===== src/rtl/ofe_pkg.sv =====
package ofe_pkg;
  typedef enum logic [2:0] {
    K_NONE   = 3'd0,
    K_IMM8   = 3'd1,
    K_IMM16  = 3'd2,
    K_ADDR   = 3'd3,
    K_REG8   = 3'd4,
    K_REG16  = 3'd5,
    K_REGOFF = 3'd6
  } kind_e;

  typedef enum logic [1:0] {ST_IDLE, ST_REQ, ST_CAP} st_e;
  typedef enum logic [1:0] {PH_OP, PH_F1, PH_F2} ph_e;

  // Group bases: register first operand, then a 4-entry second-operand set
  localparam int N_W2 = 8;
  localparam int N_B2 = 8;
  localparam int N_W1 = 5;
  localparam int N_B1 = 3;
  localparam logic [7:0] GRP_W2 [N_W2] = '{8'd17, 8'd25, 8'd37, 8'd88, 8'd96, 8'd104, 8'd114, 8'd122};
  localparam logic [7:0] GRP_B2 [N_B2] = '{8'd21, 8'd29, 8'd41, 8'd92, 8'd100, 8'd108, 8'd118, 8'd126};
  // Group bases: single operand drawn from the 4-entry set
  localparam logic [7:0] GRP_W1 [N_W1] = '{8'd59, 8'd72, 8'd80, 8'd135, 8'd139};
  localparam logic [7:0] GRP_B1 [N_B1] = '{8'd63, 8'd76, 8'd84};

  // Slot order within a group: register, reg+offset, address, immediate
  function automatic kind_e grp_kind(input logic [1:0] slot, input logic wide);
    case (slot)
      2'd0:    grp_kind = wide ? K_REG16 : K_REG8;
      2'd1:    grp_kind = K_REGOFF;
      2'd2:    grp_kind = K_ADDR;
      default: grp_kind = wide ? K_IMM16 : K_IMM8;
    endcase
  endfunction

  function automatic logic is_wide(input kind_e k);
    is_wide = (k == K_IMM16) || (k == K_ADDR) || (k == K_REGOFF);
  endfunction
endpackage


===== src/rtl/ofe_class.sv =====
module ofe_class
  import ofe_pkg::*;
(
  input  logic [7:0] op_i,
  output logic       legal_o,
  output kind_e      k1_o,
  output kind_e      k2_o
);
  logic       wide;
  logic [7:0] d;
  kind_e      rk, ik;

  always_comb begin
    legal_o = 1'b0;
    k1_o    = K_NONE;
    k2_o    = K_NONE;
    d       = 8'd0;
    wide    = (op_i <= 8'd8);
    rk      = wide ? K_REG16 : K_REG8;
    ik      = wide ? K_IMM16 : K_IMM8;

    if (op_i == 8'd0 || op_i == 8'd71 || (op_i >= 8'd130 && op_i <= 8'd134))
      legal_o = 1'b1;

    // copy forms: full destination/source matrix
    if (op_i >= 8'd1 && op_i <= 8'd16) begin
      legal_o = 1'b1;
      case (3'(op_i - 8'd1))
        3'd0: begin k1_o = rk;       k2_o = rk;       end
        3'd1: begin k1_o = rk;       k2_o = K_REGOFF; end
        3'd2: begin k1_o = rk;       k2_o = K_ADDR;   end
        3'd3: begin k1_o = K_REGOFF; k2_o = rk;       end
        3'd4: begin k1_o = K_ADDR;   k2_o = rk;       end
        3'd5: begin k1_o = rk;       k2_o = ik;       end
        3'd6: begin k1_o = K_REGOFF; k2_o = ik;       end
        default: begin k1_o = K_ADDR; k2_o = ik;      end
      endcase
    end

    if (op_i == 8'd33 || op_i == 8'd35 || op_i == 8'd67 || op_i == 8'd112) begin
      legal_o = 1'b1; k1_o = K_REG16;
    end
    if (op_i == 8'd34 || op_i == 8'd36 || op_i == 8'd68 || op_i == 8'd113) begin
      legal_o = 1'b1; k1_o = K_REG8;
    end

    // branches and calls: odd = reg+offset, even = word target
    if ((op_i >= 8'd45 && op_i <= 8'd58) || op_i == 8'd69 || op_i == 8'd70) begin
      legal_o = 1'b1;
      k1_o    = op_i[0] ? K_REGOFF : K_IMM16;
    end

    for (int i = 0; i < N_W2; i++) begin
      d = op_i - GRP_W2[i];
      if (d < 8'd4) begin legal_o = 1'b1; k1_o = K_REG16; k2_o = grp_kind(d[1:0], 1'b1); end
    end
    for (int i = 0; i < N_B2; i++) begin
      d = op_i - GRP_B2[i];
      if (d < 8'd4) begin legal_o = 1'b1; k1_o = K_REG8; k2_o = grp_kind(d[1:0], 1'b0); end
    end
    for (int i = 0; i < N_W1; i++) begin
      d = op_i - GRP_W1[i];
      if (d < 8'd4) begin legal_o = 1'b1; k1_o = grp_kind(d[1:0], 1'b1); end
    end
    for (int i = 0; i < N_B1; i++) begin
      d = op_i - GRP_B1[i];
      if (d < 8'd4) begin legal_o = 1'b1; k1_o = grp_kind(d[1:0], 1'b0); end
    end
  end
endmodule


===== src/rtl/ofe_field.sv =====
module ofe_field
  import ofe_pkg::*;
#(
  parameter int XW = 16
) (
  input  kind_e         kind_i,
  input  logic          bsel_i,
  input  logic [7:0]    byte_i,
  input  logic [7:0]    hi_i,
  input  logic [XW-1:0] base_i,
  output logic          last_o,
  output logic          bad_o,
  output logic [4:0]    reg_o,
  output logic [XW-1:0] val_o
);
  logic [XW-1:0] off_sx;
  assign off_sx = {{(XW-8){byte_i[7]}}, byte_i};
  assign last_o = !is_wide(kind_i) || bsel_i;

  always_comb begin
    bad_o = 1'b0;
    reg_o = 5'd0;
    val_o = '0;
    case (kind_i)
      K_REG16: begin bad_o = (byte_i > 8'd4); reg_o = byte_i[4:0]; end
      K_REG8:  begin bad_o = (byte_i < 8'd9) || (byte_i > 8'd16); reg_o = byte_i[4:0]; end
      K_IMM8:  val_o = XW'(byte_i);
      K_IMM16, K_ADDR: val_o = XW'({hi_i, byte_i});
      K_REGOFF: begin
        bad_o = !bsel_i && (byte_i > 8'd4);
        reg_o = hi_i[4:0];
        val_o = base_i + off_sx;
      end
      default: ;
    endcase
  end
endmodule


===== src/rtl/ofe_fetch.sv =====
module ofe_fetch
  import ofe_pkg::*;
#(
  parameter int MEM_BYTES = 1024,
  parameter int XW        = 16,
  localparam int AW       = $clog2(MEM_BYTES)
) (
  input  logic          clk_i,
  input  logic          rst_ni,
  input  logic          start_i,
  input  logic [XW-1:0] ip_i,
  output logic          mem_rd_o,
  output logic [AW-1:0] mem_addr_o,
  input  logic [7:0]    mem_rdata_i,
  output logic [2:0]    rd_idx_o,
  input  logic [XW-1:0] rd_val_i,
  output logic          done_o,
  output logic          illegal_o,
  output logic [7:0]    opcode_o,
  output logic [2:0]    kind1_o,
  output logic [2:0]    kind2_o,
  output logic [4:0]    reg1_o,
  output logic [4:0]    reg2_o,
  output logic [XW-1:0] val1_o,
  output logic [XW-1:0] val2_o,
  output logic [2:0]    len_o,
  output logic [XW-1:0] next_ip_o
);
  st_e           st_q;
  ph_e           ph_q;
  logic          bsel_q;
  logic [7:0]    hi_q;
  logic [XW-1:0] addr_q, ip_q;
  logic [2:0]    cnt_q;
  kind_e         k1_q, k2_q;

  logic          legal;
  kind_e         ck1, ck2, cur_kind;
  logic          f_last, f_bad;
  logic [4:0]    f_reg;
  logic [XW-1:0] f_val;

  ofe_class u_class (
    .op_i    (mem_rdata_i),
    .legal_o (legal),
    .k1_o    (ck1),
    .k2_o    (ck2)
  );

  assign cur_kind = (ph_q == PH_F2) ? k2_q : k1_q;

  ofe_field #(.XW(XW)) u_field (
    .kind_i (cur_kind),
    .bsel_i (bsel_q),
    .byte_i (mem_rdata_i),
    .hi_i   (hi_q),
    .base_i (rd_val_i),
    .last_o (f_last),
    .bad_o  (f_bad),
    .reg_o  (f_reg),
    .val_o  (f_val)
  );

  assign mem_rd_o   = (st_q == ST_REQ);
  assign mem_addr_o = addr_q[AW-1:0];
  assign rd_idx_o   = hi_q[2:0];
  assign kind1_o    = k1_q;
  assign kind2_o    = k2_q;

  always_ff @(posedge clk_i or negedge rst_ni) begin
    if (!rst_ni) begin
      st_q <= ST_IDLE;  ph_q <= PH_OP;  bsel_q <= 1'b0;  hi_q <= 8'd0;
      addr_q <= '0;     ip_q <= '0;     cnt_q <= 3'd0;
      k1_q <= K_NONE;   k2_q <= K_NONE;
      done_o <= 1'b0;   illegal_o <= 1'b0;  opcode_o <= 8'd0;
      reg1_o <= 5'd0;   reg2_o <= 5'd0;     val1_o <= '0;  val2_o <= '0;
      len_o <= 3'd0;    next_ip_o <= '0;
    end else begin
      done_o    <= 1'b0;
      illegal_o <= 1'b0;
      case (st_q)
        ST_IDLE: if (start_i) begin
          ip_q <= ip_i;  addr_q <= ip_i;  cnt_q <= 3'd0;
          ph_q <= PH_OP; bsel_q <= 1'b0;
          reg1_o <= 5'd0; reg2_o <= 5'd0; val1_o <= '0; val2_o <= '0;
          st_q <= ST_REQ;
        end
        ST_REQ: st_q <= ST_CAP;
        ST_CAP: begin
          addr_q <= addr_q + 1'b1;
          cnt_q  <= cnt_q + 3'd1;
          st_q   <= ST_REQ;
          if (ph_q == PH_OP) begin
            if (!legal) begin
              illegal_o <= 1'b1;
              st_q      <= ST_IDLE;
            end else begin
              opcode_o <= mem_rdata_i;
              k1_q     <= ck1;
              k2_q     <= ck2;
              if (ck1 == K_NONE) begin
                done_o <= 1'b1; len_o <= cnt_q + 3'd1; next_ip_o <= addr_q + 1'b1;
                st_q   <= ST_IDLE;
              end else ph_q <= PH_F1;
            end
          end else if (f_bad) begin
            illegal_o <= 1'b1;
            st_q      <= ST_IDLE;
          end else if (!f_last) begin
            hi_q   <= mem_rdata_i;
            bsel_q <= 1'b1;
          end else begin
            bsel_q <= 1'b0;
            if (ph_q == PH_F1) begin reg1_o <= f_reg; val1_o <= f_val; end
            else               begin reg2_o <= f_reg; val2_o <= f_val; end
            if (ph_q == PH_F1 && k2_q != K_NONE) ph_q <= PH_F2;
            else begin
              done_o <= 1'b1; len_o <= cnt_q + 3'd1; next_ip_o <= addr_q + 1'b1;
              st_q   <= ST_IDLE;
            end
          end
        end
        default: st_q <= ST_IDLE;
      endcase
    end
  end

  AST_DONE_PULSE: assert property (@(posedge clk_i) disable iff (!rst_ni)
    done_o |=> !done_o);
  AST_DONE_NOT_ILLEGAL: assert property (@(posedge clk_i) disable iff (!rst_ni)
    !(done_o && illegal_o));
  AST_LEN_BOUNDS: assert property (@(posedge clk_i) disable iff (!rst_ni)
    done_o |-> (len_o >= 3'd1 && len_o <= 3'd5));
  AST_NEXT_IP: assert property (@(posedge clk_i) disable iff (!rst_ni)
    done_o |-> (next_ip_o == ip_q + XW'(len_o)));
  AST_ONE_ACCESS: assert property (@(posedge clk_i) disable iff (!rst_ni)
    mem_rd_o |=> !mem_rd_o);
  AST_KIND_ORDER: assert property (@(posedge clk_i) disable iff (!rst_ni)
    (done_o && kind1_o == 3'd0) |-> (kind2_o == 3'd0));
endmodule


===== config.mk =====
export PLATFORM = sky130hd
export DESIGN_NAME = ofe_fetch
export DESIGN_NICKNAME = d
export VERILOG_FILES = /design/src/rtl/ofe_pkg.sv /design/src/rtl/ofe_class.sv /design/src/rtl/ofe_field.sv /design/src/rtl/ofe_fetch.sv
export SDC_FILE = /design/constraint.sdc
export NUM_CORES = 1
export LEC_CHECK = 0
export BUFFER_PORTS_ARGS = -buffer_cell sky130_fd_sc_hd__buf_2
export CORE_ASPECT_RATIO = 1.25
export CORE_MARGIN = 10
export CORE_UTILIZATION = 32
export DETAILED_ROUTE_END_ITERATION = 10
export PLACE_DENSITY = 0.5
export SLEW_MARGIN = 5
export SYNTH_ARGS = -nofsm -noshare
export SYNTH_HDL_FRONTEND = slang
export SYNTH_SLANG_ARGS = --single-unit

===== constraint.sdc =====
create_clock -name clk_i -period 4 [get_ports clk_i]
set_input_delay 0 -clock clk_i [delete_from_list [all_inputs] [get_ports clk_i]]
set_output_delay 0 -clock clk_i [all_outputs]
set_load 0.1 [all_outputs]

### After elaboration in Yosys (flattened, before gate mapping)

Index checks and enable logic that the tools add are counted.

| storage, ports and cells | value |
|---|---|
| flip-flop bits (word level) | 109 |
| bits of input ports | 43 |
| word-level logic and storage cells | 415 |

| operators by class | value |
|---|---|
| add/subtract/negate cells | 28 |
| magnitude comparators | 34 |
| equality and inequality tests | 90 |
| multiplexer cells | 177 |
| bitwise gates (word level) | 3 |
| reductions and logical operators | 66 |

Operator list:

| operator | number |
|---|---|
| 16-bit two-way mux | 16 |
| 3-bit one-hot mux with 3 select lines | 25 |
| 8-bit by 3-bit < comparator with 1-bit output, second input constant | 24 |
| 3-bit two-way mux | 54 |
| 8-bit by 7-bit subtractor with 8-bit output, second input constant | 14 |
| 16-bit one-hot mux with 2 select lines | 3 |
| 8-bit by 7-bit == test with 1-bit output, second input constant | 7 |
| 2-bit by 1-bit == test with 1-bit output, second input constant | 26 |
| 2-bit == test, second input constant | 26 |
| 2-bit zero test | 26 |
| 1-bit two-way mux | 50 |
| 16-bit one-hot mux with 3 select lines | 1 |
| 5-bit two-way mux | 9 |
| 8-bit by 6-bit == test with 1-bit output, second input constant | 4 |
| 8-bit by 5-bit subtractor with 8-bit output, second input constant | 4 |
| 8-bit by 6-bit subtractor with 8-bit output, second input constant | 4 |
| 5-bit one-hot mux with 2 select lines | 3 |
| 2-bit two-way mux | 10 |
| 3-bit == test, second input constant | 6 |
| 6-bit AND reduction | 3 |
| 16-bit by 1-bit adder with 16-bit output, second input constant | 1 |
| 16-bit adder | 1 |
| 2-bit != test, second input constant | 8 |
| 8-bit subtractor, second input constant | 2 |
| 36 further kinds | 71 |

### Logic depth before layout (Yosys ltp)

Gate-level depths: netlist of run 1.

| logic depth | value |
|---|---|
| word-level depth | 37 |
| mapped depth | 18 |
| gate-level depth less buffers | 12 |

### Modules after synthesis

Synthesis of run 1 repeated with hierarchy kept, for this count alone.

| second synthesis, totals | value |
|---|---|
| cells, all modules | 1007 |
| area total of the unflattened synthesis | 9123.8 um2 |

Modules (own cells, without submodules):

| module | instances | cells each | area an instance (um2) | seq. area each (um2) |
|---|---|---|---|---|
| ofe_fetch | 1 | 412 | 5131.2 | 2727.6 |
| ofe_class | 1 | 419 | 2807.7 | 0.0 |
| ofe_field | 1 | 176 | 1184.9 | 0.0 |

### Least setup slack after synthesis of run 1

No wires, ideal clock.

| timing path | value |
|---|---|
| kind | input -> register |
| start | in mem_rdata_i[3] |
| end | reg next_ip_o[10] |
| setup time | 126 ps |
| arrival | 3151 ps |
| path slack | 724 ps |
| stages | 18 |
| path buffers | 6 |
| cell sequence | buf_4 inv_1 buf_2 ha_1 buf_2 nand2b_4 xnor2_1 o31a_1 or4_1 buf_2 and3_4 a221o_1 nor2_1 and3_4 buf_2 buf_4 mux2i_1 nand2_1 |

| on the way | value |
|---|---|
| cells in the longest elaborated chain, start to end | 34 |
| elaborated cells on any way between the ends | 150 |
| those cells by class | add/sub: 24; order compare: 34; eq/ne: 14; mux: 60; reduce/logical: 18 |

Ends and longest elaborated chain:

| what | RTL line | RTL |
|---|---|---|
| start: declaration | ofe_fetch.sv:14 | `input logic [7:0] mem_rdata_i,` |
| 8-bit by 4-bit <= comparator with 1-bit output, or another cell as far along | ofe_class.sv:18 | `wide = (op_i <= 8'd8);` |
| 1-bit two-way mux, or another cell as far along | ofe_class.sv:19 | `rk = wide ? K_REG16 : K_REG8;` |
| 3-bit one-hot mux with 2 select lines, or another cell as far along | ofe_class.sv:28 | `case (3'(op_i - 8'd1))` |
| 3-bit two-way mux, or another cell as far along | ofe_class.sv:26 | `if (op_i >= 8'd1 && op_i <= 8'd16) begin` |
| 3-bit two-way mux / 1-bit two-way mux (equally long branches) | ofe_class.sv:40, ofe_class.sv:26 |  |
| 3-bit two-way mux / 1-bit two-way mux (equally long branches) | ofe_class.sv:43, ofe_class.sv:40 |  |
| 3-bit two-way mux / 1-bit two-way mux (equally long branches) | ofe_class.sv:48, ofe_class.sv:43 |  |
| 3-bit two-way mux / 1-bit two-way mux (equally long branches) | ofe_class.sv:55, ofe_class.sv:48 |  |
| (+8 left out) | -- |  |
| 3-bit two-way mux / 1-bit two-way mux (equally long branches) (7 in a row) | ofe_class.sv:59 | `if (d < 8'd4) begin legal_o = 1'b1; k1_o = K_REG8; k2_o = grp_kind(d[1:0], 1'b0); end` |
| 3-bit two-way mux / 1-bit two-way mux (equally long branches) | ofe_class.sv:63, ofe_class.sv:59 |  |
| 3-bit two-way mux / 1-bit two-way mux (equally long branches) (4 in a row) | ofe_class.sv:63 | `if (d < 8'd4) begin legal_o = 1'b1; k1_o = grp_kind(d[1:0], 1'b1); end` |
| 3-bit two-way mux / 1-bit two-way mux (equally long branches) | ofe_class.sv:67, ofe_class.sv:63 |  |
| 3-bit two-way mux / 1-bit two-way mux (equally long branches) (2 in a row) | ofe_class.sv:67 | `if (d < 8'd4) begin legal_o = 1'b1; k1_o = grp_kind(d[1:0], 1'b0); end` |
| 3-bit zero test / 1-bit two-way mux (equally long branches) | ofe_fetch.sv:101, ofe_class.sv:67 |  |
| 2-bit by 1-bit != test with 1-bit output (no line) / 2-bit != test (equally long branches) | -- |  |
| 6-bit AND reduction (no line) (*) | -- |  |
| end signal: assignment | ofe_fetch.sv:77 | `len_o <= 3'd0; next_ip_o <= '0;` |
| end signal: assignment | ofe_fetch.sv:102 | `done_o <= 1'b1; len_o <= cnt_q + 3'd1; next_ip_o <= addr_q + 1'b1;` |
| end signal: assignment | ofe_fetch.sv:118 | `done_o <= 1'b1; len_o <= cnt_q + 3'd1; next_ip_o <= addr_q + 1'b1;` |
| end: declaration | ofe_fetch.sv:27 | `output logic [XW-1:0] next_ip_o` |

Every way passes the cells marked *; elsewhere a longest branch is shown, timed or not.
A chain may end at the register's enable or synchronous reset.

### Final worst setup path of run 1

| timing path | value |
|---|---|
| start | in mem_rdata_i[3] |
| end | reg next_ip_o[0] |

Same word-level chain as after synthesis.

==> key figures, run 1 <==
Outcome
  • Outcome: complete, no violations

Routing
  • Drt pass-1 iters: 5
  • Avg WL per Cell: around 21 µm
  • DRC Markers: 0
  • Routed wire length: about 34000 µm
  • Vias: a little over 9000
  • DR vias/cell: approximately 5.7
  • 1st-iter DRT viols: 744
  • DRT antenna net count: 0

Timing
  • Hold Vio Cnt, Final: 0
  • Setup TNS: 0 ps
  • Final setup violation count: 0
  • RSZ-0062 raised after global routing: no
  • Slew HR: 0.3918
  • Slew Viols, Final: 0
  • Period utilization: 0.8523
  • Post-layout min period: roughly 3400 ps
  • Clock Skew: 12.76 ps
  • Worst-margin pin slew: 908.9 ps
  • Hold slack: about 28 ps
  • Highest clock rate: 293.3 MHz

Layout
  • Number of nets in the layout: around 1300
  • Share of layout cells above drive strength 1: 0.2385
  • Antenna Cells: 0
  • Synth-to-Final Area Change: 16.52%
  • Layout fillers: ~3100
  • Final std cells w/o fill: roughly 1600
  • Final core occ: 0.3776

Yosys
  • Main synth FF type: dfrtp_1
  • Post-synthesis net count: between 1000 and 1500
  • Adder-cell share of the synthesized area: 0.05374
  • #FFs+latches synth: about 110
  • Mapped cell area: around 9500 µm²
  • EDFF count, synth: 0
  • Complex-gate fraction of the synthesized area: 0.2326
  • Largest family of logic cells by synthesized area: compound AO/OA/AOI/OAI gates
  • Distinct cell type count of the synthesized netlist: between 80 and 90
  • Synth Instances: 1116
  • Post-synth top cells: dfrtp_1, nor2_1, nand2_1
  • Synth Area in Simple Gates: 0.2183
  • Post-Synth XOR/XNOR Area: 0.04911
  • Ys async rst share: 1.000
  • Register area share after synthesis: 0.2886
  • Multiplexer share of the synthesized area: 0.09107
  • Yosys top cell by area: dfrtp_1
  • Top cells by area, synth: dfrtp_1, mux2_2, ha_1
  • Average size of a mapped cell: roughly 8.5 µm²
  • Synth Warn #: 0
  • Yosys top cell area share: 0.2886
  • Most common cell in the synthesized netlist: dfrtp_1

GRT
  • Total GRT Usage: 0.1817
  • Global-route wire length before repair: roughly 54000 µm
  • Overflow after GRT: 0
  • Initial antenna violation count: 0
  • Vias in the first global route: 9130
  • Largest net degree at the start of global routing: 60

Power and ir drop
  • Pwr per Cell Area: around 720 nW/µm²
  • Cell Int Power: about 3.2 mW
  • Clock power frac: 0.119
  • Max VDD drop: ~0.43 mV
  • Net Sw Frac: 0.5943
  • Seq pwr share: 0.238
  • Sw power: ~4.7 mW
  • Lkg Pwr: 4.672 nW
  • Combinational share of power: 0.643

Worst hold path
  • Hold Path Stages: 4
  • Worst Hold Class: primary input to flip-flop

Worst setup path
  • CP endpoint kind: flip-flop
  • CP required: ~4300 ps
  • Critical path launch point type: primary input
  • WP data arrival: ~3700 ps
  • Critical path peak fanout: 22
  • Crit path kind: primary input to flip-flop
  • Worst r2r path cells: 10

Clock tree
  • CTS max path bufs: 2
  • CTS HTree Levels: 3
  • Reg clk slew, reported paths: approximately 80 ps
  • Clock Root Buffer: clkbuf_16
  • Number of buffers created by CTS: 9
  • # resized after CTS: 0
  • Clk_lat worst skew: between 300 and 400 ps
  • Sink Count: 109
  • CTS tree: built

Floorplan
  • Chip Width: approximately 170 µm
  • Die area: between 30000 and 40000 µm²
  • Die H: about 210 µm
  • Starting Density: 0.3241
  • Site Rows: 70
  • Core area: approximately 29000 µm²
  • Top Ports: between 100 and 150

Placement
  • Port Buffers: between 100 and 150
  • DPL Wire Length: about 26000 µm
  • Dpl cells: between 1500 and 2000
  • Placer Congestion: about 0.92

Job
  • Max-Cap Viols: 0
[what timing repair did]
| item | 4_1_cts | 5_1_grt |
|---|---|---|
| hold buffers | 10 | 0 |
| hold endpoints to repair | 61 | 0 |
| setup endpoints to repair | 0 | 0 |
| setup buffers | 0 | 0 |
[flip-flops by register name (all words and copies together) (netlist names), 3 cells and up]
signal / flops
kind1_o: 3
val2_o: 16
reg2_o: 5
val1_o: 16
addr_q: 16
len_o: 3
kind2_o: 3
cnt_q: 3
reg1_o: 5
next_ip_o: 16
hi_q: 8
opcode_o: 8
[critical path: stages]
cell      delay [ps]
buf_2            180
buf_4            230
nor3_1           630
nor3_1           100
a211oi_1         440
o32ai_2          180
or2_0            260
o311ai_0         430
a221o_1          250
and3_4           280
buf_12           170
or4b_1           440
o211ai_1          90
[worst paths after layout]
| check | start | end | slack (ps) |
|---|---|---|---|
| min reg2reg | opcode_o[3] | opcode_o[3] | 480 |
| min in group asynchronous | rst_ni | kind2_o[2] | 270 |
| min | ip_i[8] | addr_q[8] | 30 |
| max reg2reg | ph_q[1] | reg2_o[0] | 600 |
| max in group asynchronous | rst_ni | val2_o[1] | 2770 |
| max | mem_rdata_i[3] | next_ip_o[0] | 590 |
[power by group through the flow]
stage	combinational [mW]	sequential (mW)	clock, mW
2_1_floorplan	2.65	3.31	0
4_1_cts	5.16	1.90	0.978
5_1_grt	5.45	1.96	1.03
6_report	5.12	1.89	0.949
3_3_place_gp	5.12	1.91	0
3_5_place_dp	5.14	1.92	0
[metrics by stage]
step	total power, mW	cell area [µm²]	setup WS (ps)
CTS	8.034	11010	551.6
finish	7.960	11010	590.6
floorplan	5.962	9453	723.7
detailed placement	7.059	10610	320.9
global route	8.432	11010	347.2
global placement	7.032	10610	379.1
[metal layers]
metal,vias to the layer above,track usage,part of all wire
met5,-,0,0
met4,0,0.08503,0.042
met3,72,0.02964,0.049
met2,313,0.3051,0.48
met1,4479,0.2235,0.43
li1,4369,-,-
[layout by cell type, fill, tap and decap left out, types with 23 or more instances in the layout]
master    instances
a21oi_1          60
ha_1             39
buf_2           132
dfrtp_1         109
a221oi_1         24
buf_4            57
o21ai_0          61
xnor2_1          36
nor2_1           86
mux2_2           56
nor3_1           47
mux2i_1          23
and2_1           27
nand2_1          78
nand3_1          49
[cell families after synthesis]
kind of cell | after synthesis
AND/OR/NAND/NOR | 399
AO/OA/AOI/OAI | 314
buffers and inverters | 122
flip-flops | 109
multiplexers | 79
XOR/XNOR | 53
adder cells (fa/ha/maj) | 40
[area by class of cell]
class                      count  area (µm²)  share of cell area
multi-input combinational    885        6111              0.5548
sequential                   109        2728              0.2476
timing repair buffer         204        1289              0.1170
tap                          396       495.5             0.04498
clock buffer                   9       225.2             0.02045
inverter                      23       86.33            0.007838
clock inverter                 7       80.08            0.007270
Note: power is estimated with default switching activity, not from simulation.
==> inputs of run 2 (changes only) <==
--- a/config.mk
+++ b/config.mk
@@ -8,9 +8,9 @@
 export BUFFER_PORTS_ARGS = -buffer_cell sky130_fd_sc_hd__buf_2
 export CORE_ASPECT_RATIO = 1.25
 export CORE_MARGIN = 10
-export CORE_UTILIZATION = 32
+export CORE_UTILIZATION = 45
 export DETAILED_ROUTE_END_ITERATION = 10
-export PLACE_DENSITY = 0.5
+export PLACE_DENSITY = 0.65
 export SLEW_MARGIN = 5
 export SYNTH_ARGS = -nofsm -noshare
 export SYNTH_HDL_FRONTEND = slang
==> constraint.sdc (replaced) <==
create_clock -name clk_i -period 3.21 [get_ports clk_i]
set_input_delay 0 -clock clk_i [delete_from_list [all_inputs] [get_ports clk_i]]
set_output_delay 0 -clock clk_i [all_outputs]
set_load 0.1 [all_outputs]
==> run 2 against run 1 <==
- register-to-register slack got worse by 410 ps
- final area increased by 4.5%
- via count grew 3.4%
- count of clock-buffer cells in the layout unchanged
- power rose by 26%
- clock skew rose by 1.4 ps
- setup slack got worse by 400 ps
- global-route usage increased by 4.4 points
- non-clock buffer count grew 80
- sequential cell count did not move
- first-iteration DRC count is 28% higher
==> key figures, run 2 (synthesized netlist as in run 1, its figures left out) <==
Layout
  • Share of layout cells above drive strength 1: 0.2847 (was 0.2385)
  • Final core occ: 0.5548 (was 0.3776)
  • Most common cell after layout, fill and taps aside: buf_4 (was buf_2)
  • Antenna Cells: 0 (unchanged)
  • Layout fillers: 1966 (was 3065)
  • Most frequent cells in the layout: buf_4, buf_2, dfrtp_1 (was buf_2, dfrtp_1, nor2_1)
  • Synth-to-Final Area Change: 21.75% (was 16.52%)
  • Number of nets in the layout: 1395 (was 1315)

Floorplan
  • Starting Density: 0.4557 (was 0.3241)
  • Die H: 182.0 µm (was 212.2 µm)
  • Site Rows: 59 (was 70)
  • Top Ports: 134 (unchanged)
  • Chip Width: 149.6 µm (was 173.7 µm)
  • Core area: 20740 µm² (was 29170 µm²)
  • Die area: 27240 µm² (was 36860 µm²)

Placement
  • Placer Congestion: 0.9621 (was 0.9249)
  • DPL Wire Length: 24150 µm (was 25770 µm)
  • Port Buffers: 133 (unchanged)

Timing
  • RSZ-0062 raised after global routing: no (unchanged)
  • Post-layout min period: 3018 ps
  • Period utilization: 0.9401
  • Slew HR: 0.3698 (was 0.3918)
  • Slew Viols, Final: 0 (unchanged)
  • Final setup violation count: 0 (unchanged)
  • Hold Vio Cnt, Final: 0 (unchanged)
  • Highest clock rate: around 330 MHz
  • Worst-margin pin slew: 945.3 ps (was 908.9 ps)
  • Hold slack: 23.64 ps (was 27.75 ps)
  • Clock Skew: 14.14 ps (was 12.76 ps)

Routing
  • Avg WL per Cell: 19.74 µm (was 21.06 µm)
  • Vias: 9546 (was 9233)
  • Routed wire length: 31410 µm (was 34400 µm)
  • DRC Markers: 0 (unchanged)
  • Drt pass-1 iters: 5 (unchanged)
  • 1st-iter DRT viols: 953 (was 744)
  • DR vias/cell: 6.000 (was 5.654)
  • DRT antenna net count: 0 (unchanged)

Worst setup path
  • Slowest cell on crit path: dfrtp_1 (was nor3_1)
  • WP data arrival: 3270 ps (was 3700 ps)
  • Worst Path Buf+Inv: 3 (unchanged)
  • Critical path launch point type: flip-flop (was primary input)
  • CP required: 3460 ps (was 4290 ps)
  • Critical path peak fanout: 21 (was 22)
  • Crit path launch: ph_q[1] (was mem_rdata_i[3])
  • Crit-path cells: nor2b_1 > buf_4 > mux2_2 > nor3_1 > o32ai_1 > a21oi_1 > buf_4 > nor2_1 > a31o_2 > nand2_1 > buf_4 > mux2_2 (was buf_2 > buf_4 > nor3_1 > nor3_1 > a211oi_1 > o32ai_2 > or2_0 > o311ai_0 > a221o_1 > and3_4 > buf_12 > or4b_1 > o211ai_1)
  • Top delay family on crit path: multiplexers (was simple AND/OR/NAND/NOR gates)
  • Reg-to-reg startpoint: ph_q[1] (unchanged)
  • CP endpoint kind: flip-flop (unchanged)
  • Crit path kind: flip-flop to flip-flop (was primary input to flip-flop)
  • Max stage delay on crit path: 450 ps (was 630 ps)
  • Most used cell, CP: buf_4 (was nor3_1)

Outcome
  • Outcome: complete, no violations (unchanged)

Power and ir drop
  • Pwr per Cell Area: 874.4 nW/µm² (was 722.7 nW/µm²)
  • Lkg Pwr: 5.075 nW (was 4.672 nW)
  • Max VDD drop: 0.6640 mV (was 0.4318 mV)

Clock tree
  • CTS max path bufs: 2 (unchanged)
  • Clock Root Buffer: clkbuf_16 (unchanged)
  • CTS tree: built (unchanged)
  • CTS HTree Levels: 3 (unchanged)
  • # resized after CTS: 0 (unchanged)
  • Number of buffers created by CTS: 9 (unchanged)
  • Setup bufs post-CTS: 0 (unchanged)
  • Clk_lat worst skew: 370 ps (about the same)
  • Sink Count: 109 (unchanged)
  • Reg clk slew, reported paths: 90 ps (was 80 ps)

GRT
  • Global-route wire length before repair: 50500 µm (was 53760 µm)
  • Largest net degree at the start of global routing: 71 (was 60)
  • Total GRT Usage: 0.2260 (was 0.1817)
  • Vias in the first global route: 9377 (was 9130)
  • Overflow after GRT: 0 (unchanged)
  • Initial antenna violation count: 0 (unchanged)

Worst hold path
  • Worst Hold Class: primary input to flip-flop (unchanged)
  • Critical hold path startpoint: ip_i[6] (was ip_i[8])

Job
  • Max-Cap Viols: 0 (unchanged)
==> run 2: changes by cell type in the layout (fill, tap and decap cells not counted), sizes merged <==
cell	delta
buf	+80
clkinvlp	-1
clkinv	+1
==> run 2: worst paths after layout <==
| kind | to | slack [ps] | depth (start not counted) |
|---|---|---|---|
| setup / recovery | val2_o[5] | 190 | 12 |
| hold / removal | addr_q[6] | 20 | 4 |
| setup reg to reg | val2_o[5] | 190 | 12 |
| hold reg to reg | opcode_o[5] | 480 | 2 |
| max in group asynchronous | val1_o[6] | 2040 | 3 |
| min in group asynchronous | next_ip_o[8] | 300 | 2 |
==> run 2: routing by layer <==
metal | vias to the layer above | wire [µm] | global-route usage
li1 | 4540 | - | -
met1 | 4584 | 12670 | 0.2758
met2 | 342 | 15780 | 0.3880
met3 | 80 | 1791 | 0.03109
met4 | 0 | 1160 | 0.09162
met5 | - | 0 | 0
==> run 2: power breakdown <==
part / total, mW / internal, mW / switching (mW)
logic: 6.49 / 1.76 / 4.74
clock network: 1.22 / 0.582 / 0.640
registers: 2.35 / 1.83 / 0.516
total: 10.1 / 4.17 / 5.89
==> run 2: layout make-up <==
cell class                      count  area, µm²  area share
Clock inverter                      7      101.3    0.008806
Multi-Input combinational cell    885       6111      0.5310
Sequential cell                   109       2728      0.2370
Timing Repair Buffer              284       1914      0.1663
Inverter                           23      86.33    0.007502
Tap cell                          274      342.8     0.02979
Clock buffer                        9      225.2     0.01957
==> run 2: per-stage QoR <==
| stage | setup slack, ps | instances | setup TNS [ps] | total power, mW | cell area, µm² |
|---|---|---|---|---|---|
| final | 192.4 | 1591 | 0 | 10.06 | 11510 |
| after global routing | 20.93 | 1591 | 0 | 10.59 | 11510 |
| after CTS | 237.4 | 1591 | 0 | 10.09 | 11510 |
| after detailed placement | -109.4 | 1565 | -1418 | 8.849 | 11080 |
| after global placement | -33.47 | 1565 | -310.2 | 8.757 | 11080 |
| after floorplan | 3.648 | 1116 | 0 | 7.434 | 9459 |
==> run 2: what timing repair did <==
action,4_1_cts,5_1_grt
setup endpoints to repair,0,0
hold buffers,10,0
endpoints found under the hold margin,77,0
==> run 2: tightest hold or removal path, stage by stage <==
cell and delay, ps:
buf_2 80, o22a_1 100, o22ai_1 60, a21oi_1 110
==> inputs of run 3 (changes only) <==
--- a/config.mk
+++ b/config.mk
@@ -14,4 +14,5 @@
 export SLEW_MARGIN = 5
 export SYNTH_ARGS = -nofsm -noshare
 export SYNTH_HDL_FRONTEND = slang
+export SYNTH_HIERARCHICAL = 1
 export SYNTH_SLANG_ARGS = --single-unit
==> run 3 against run 2 <==
- the run now ends with setup timing left
- largest power group unchanged
- hold slack lost 13 ps
- critical endpoint is now next_ip_o[8]
- via count shrank 5.7%
- maximum frequency shrank 8.6%
- highest routed layer unchanged
==> key figures, run 3 <==
Yosys
  • Synth Warn #: 6 (was 0)
  • EDFF count, synth: 0 (unchanged)
  • Average size of a mapped cell: 9.060 µm² (was 8.470 µm²)
  • Post-synthesis net count: 1091 (was 1199)
  • Synth Area in Simple Gates: 0.1891 (was 0.2183)
  • Largest family of logic cells by synthesized area: compound AO/OA/AOI/OAI gates (unchanged)
  • Most common cell in the synthesized netlist: dfrtp_1 (unchanged)
  • Multiplexer share of the synthesized area: 0.1115 (was 0.09107)
  • Register area share after synthesis: 0.2990 (was 0.2886)
  • Yosys top cell by area: dfrtp_1 (unchanged)
  • Post-synth top cells: dfrtp_1, nand2_1, a21oi_1, mux2_2, o21ai_0 (was dfrtp_1, nor2_1, nand2_1)
  • Complex-gate fraction of the synthesized area: 0.2278 (was 0.2326)
  • #FFs+latches synth: 109 (unchanged)
  • Top cells by area, synth: dfrtp_1, mux2_2, ha_1 (unchanged)
  • Main synth FF type: dfrtp_1 (unchanged)
  • Distinct cell type count of the synthesized netlist: 102 (was 85)
  • Adder-cell share of the synthesized area: 0.05705 (was 0.05374)
  • Post-Synth XOR/XNOR Area: 0.05074 (was 0.04911)
  • Ys async rst share: 1.000 (unchanged)
  • Yosys top cell area share: 0.2990 (was 0.2886)
  • Mapped cell area: 9124 µm² (was 9453 µm²)
  • Synth Instances: 1007 (was 1116)

Worst hold path
  • Worst Hold Class: primary input to flip-flop (unchanged)

Layout
  • Final core occ: 0.6052 (was 0.5548)
  • Layout fillers: 1767 (was 1966)
  • Share of layout cells above drive strength 1: 0.3905 (was 0.2847)
  • Design Area, Final: 12120 µm² (was 11510 µm²)
  • Final std cells w/o fill: 1548 (was 1591)
  • Synth-to-Final Area Change: 32.86% (was 21.75%)
  • Most frequent cells in the layout: buf_4, buf_2, dfrtp_1 (unchanged)
  • Antenna Cells: 0 (unchanged)
  • Number of nets in the layout: 1357 (was 1395)
  • Most common cell after layout, fill and taps aside: buf_4 (unchanged)

Timing
  • Final setup violation count: 9 (was 0)
  • Setup TNS: -603.7 ps (was 0 ps)
  • Hold Vio Cnt, Final: 0 (unchanged)
  • Slew HR: 0.4212 (was 0.3698)
  • Post-layout min period: 3302 ps (was 3018 ps)
  • Worst-margin pin slew: 868.2 ps (was 945.3 ps)
  • Highest clock rate: 302.8 MHz (was 331.4 MHz)
  • Worst setup margin: -92.48 ps (was 192.4 ps)
  • Slew Viols, Final: 0 (unchanged)
  • Period utilization: 1.029 (was 0.9401)
  • Hold slack: 10.63 ps (was 23.64 ps)
  • Clock Skew: 12.55 ps (was 14.14 ps)
  • RSZ-0062 raised after global routing: yes (was no)

Placement
  • Dpl cells: 1493 (was 1565)
  • Dpl cell area: 11080 µm² (about the same)
  • Port Buffers: 133 (unchanged)
  • DPL Wire Length: 23490 µm (was 24150 µm)
  • Placer Congestion: 0.9957 (was 0.9621)
  • Setup Slack @ Placement: -678.1 ps (was -109.4 ps)

Floorplan
  • Die H: 179.2 µm (was 182.0 µm)
  • Core area: 20030 µm² (was 20740 µm²)
  • Die area: 26410 µm² (was 27240 µm²)
  • Top Ports: 134 (unchanged)
  • Site Rows: 58 (was 59)
  • Chip Width: 147.4 µm (was 149.6 µm)
  • Starting Density: 0.4555 (was 0.4557)

Power and ir drop
  • Tot Pwr: 10.15 mW (was 10.06 mW)
  • Max VDD drop: 0.7449 mV (was 0.6640 mV)
  • Sw power: 5.862 mW (was 5.893 mW)
  • Net Sw Frac: 0.5777 (was 0.5856)
  • Combinational share of power: 0.648 (was 0.645)
  • Seq pwr share: 0.232 (was 0.233)
  • Pwr per Cell Area: 837.1 nW/µm² (was 874.4 nW/µm²)
  • Cell Int Power: 4.286 mW (was 4.170 mW)
  • Clock power frac: 0.120 (was 0.121)
  • Lkg Pwr: 5.558 nW (was 5.075 nW)

GRT
  • Vias in the first global route: 8990 (was 9377)
  • Total GRT Usage: 0.2270 (was 0.2260)
  • Overflow after GRT: 0 (unchanged)
  • Global-route wire length before repair: 48930 µm (was 50500 µm)
  • Largest net degree at the start of global routing: 63 (was 71)
  • Initial antenna violation count: 0 (unchanged)

Worst setup path
  • Reg-to-reg startpoint: ph_q[0] (was ph_q[1])
  • Crit path launch: mem_rdata_i[2] (was ph_q[1])
  • CP endpoint kind: flip-flop (unchanged)
  • Top delay family on crit path: simple AND/OR/NAND/NOR gates (was multiplexers)
  • Critical path endpoint: next_ip_o[8] (was val2_o[5])
  • Reg2Reg Setup Slack: 40 ps (was 190 ps)
  • Worst r2r path cells: 12 (unchanged)
  • WP data arrival: 3550 ps (was 3270 ps)
  • FF-to-FF End: next_ip_o[8] (was val2_o[5])
  • CP required: 3450 ps (was 3460 ps)
  • Max stage delay on crit path: 540 ps (was 450 ps)
  • Stages on worst setup path: 18 (was 12)
  • Slowest cell on crit path: or4b_4 (was dfrtp_1)
  • Critical path launch point type: primary input (was flip-flop)
  • Crit-path cells: buf_12 > clkinvlp_4 > ha_4 > a21boi_4 > o21ai_2 > mux2i_2 > a2bb2oi_2 > o2111ai_2 > or4b_4 > or4b_4 > a211oi_4 > nor3_2 > nand3_1 > a221oi_2 > buf_4 > buf_12 > buf_16 > mux2_4 (was nor2b_1 > buf_4 > mux2_2 > nor3_1 > o32ai_1 > a21oi_1 > buf_4 > nor2_1 > a31o_2 > nand2_1 > buf_4 > mux2_2)
  • Crit path kind: primary input to flip-flop (was flip-flop to flip-flop)
  • Critical path peak fanout: 5 (was 21)
  • Worst Path Buf+Inv: 5 (was 3)

Clock tree
  • CTS max path bufs: 2 (unchanged)
  • CTS tree: built (unchanged)
  • Clk_lat worst skew: 360 ps (was 370 ps)
  • Sink Count: 109 (unchanged)
  • Reg clk slew, reported paths: 80 ps (was 90 ps)
  • Clock Root Buffer: clkbuf_16 (unchanged)
  • CTS HTree Levels: 3 (unchanged)
  • Number of buffers created by CTS: 9 (unchanged)

Routing
  • 1st-iter DRT viols: 567 (was 953)
  • DRT antenna net count: 0 (unchanged)
  • Avg WL per Cell: 19.94 µm (was 19.74 µm)
  • DR vias/cell: 5.815 (was 6.000)
  • Vias: 9002 (was 9546)
  • Routed wire length: 30860 µm (was 31410 µm)
  • DRC Markers: 0 (unchanged)
  • Drt pass-1 iters: 5 (unchanged)

Outcome
  • Failing checks: setup timing
  • Outcome: finished, violations left (was complete, no violations)

Job
  • Max-Cap Viols: 0 (unchanged)
==> run 3: repair_timing <==
| action | in CTS | in global routing |
|---|---|---|
| hold buffers | 13 | 0 |
| gates cloned | 2 | 0 |
| setup endpoints to repair | 19 | 19 |
| pin swaps | 17 | 3 |
| endpoints found under the hold margin | 73 | 0 |
| setup buffers | 17 | 8 |
| gates resized for setup | 67 | 23 |
==> run 3: tightest hold or removal path: cells and delay by family <==
family                 cells  cell delay [ps]
AO/OA/AOI/OAI              2              260
buffers and inverters      1               80
==> run 3: metal layers <==
layer  track usage  vias to the layer above  routed length, µm
met4       0.07816                        0                852
met3       0.03838                       60               1801
li1              -                     4247                  -
met2        0.4009                      348              15470
met1        0.2730                     4347              12730
met5             0                        -                  0
==> run 3: power groups by stage <==
stage	Combinational (mW)	Clock, mW	Sequential (mW)
3_3_place_gp	6.30	0	2.35
3_5_place_dp	6.35	0	2.37
6_report	6.58	1.21	2.36
2_1_floorplan	3.05	0	4.45
4_1_cts	6.50	1.24	2.35
5_1_grt	6.92	1.28	2.42
==> run 3: worst min-delay path by stage <==
stage | cells after the start | start | end
floorplan | 0 | rst_ni | addr_q[0]
global placement | 1 | rst_ni | addr_q[11]
detailed placement | 1 | rst_ni | addr_q[11]
CTS | 3 | ip_i[11] | addr_q[11]
global route | 3 | ip_i[15] | addr_q[15]
finish | 3 | ip_i[11] | addr_q[11]
==> run 3: area by class of cell <==
cell class | instances | area [µm²] | share of cell area
Multi-Input combinational cell | 790 | 6173 | 0.5093
Timing Repair Buffer | 331 | 2424 | 0.1999
Clock buffer | 9 | 225.2 | 0.01858
Inverter | 32 | 141.4 | 0.01166
Tap cell | 270 | 337.8 | 0.02787
Clock inverter | 7 | 92.59 | 0.007638
Sequential cell | 109 | 2728 | 0.2250
==> run 3: cell families after synthesis <==
group,after synthesis
AO/OA/AOI/OAI,295
buffers and inverters,108
AND/OR/NAND/NOR,313
flip-flops,109
multiplexers,89
XOR/XNOR,52
adder cells (fa/ha/maj),41
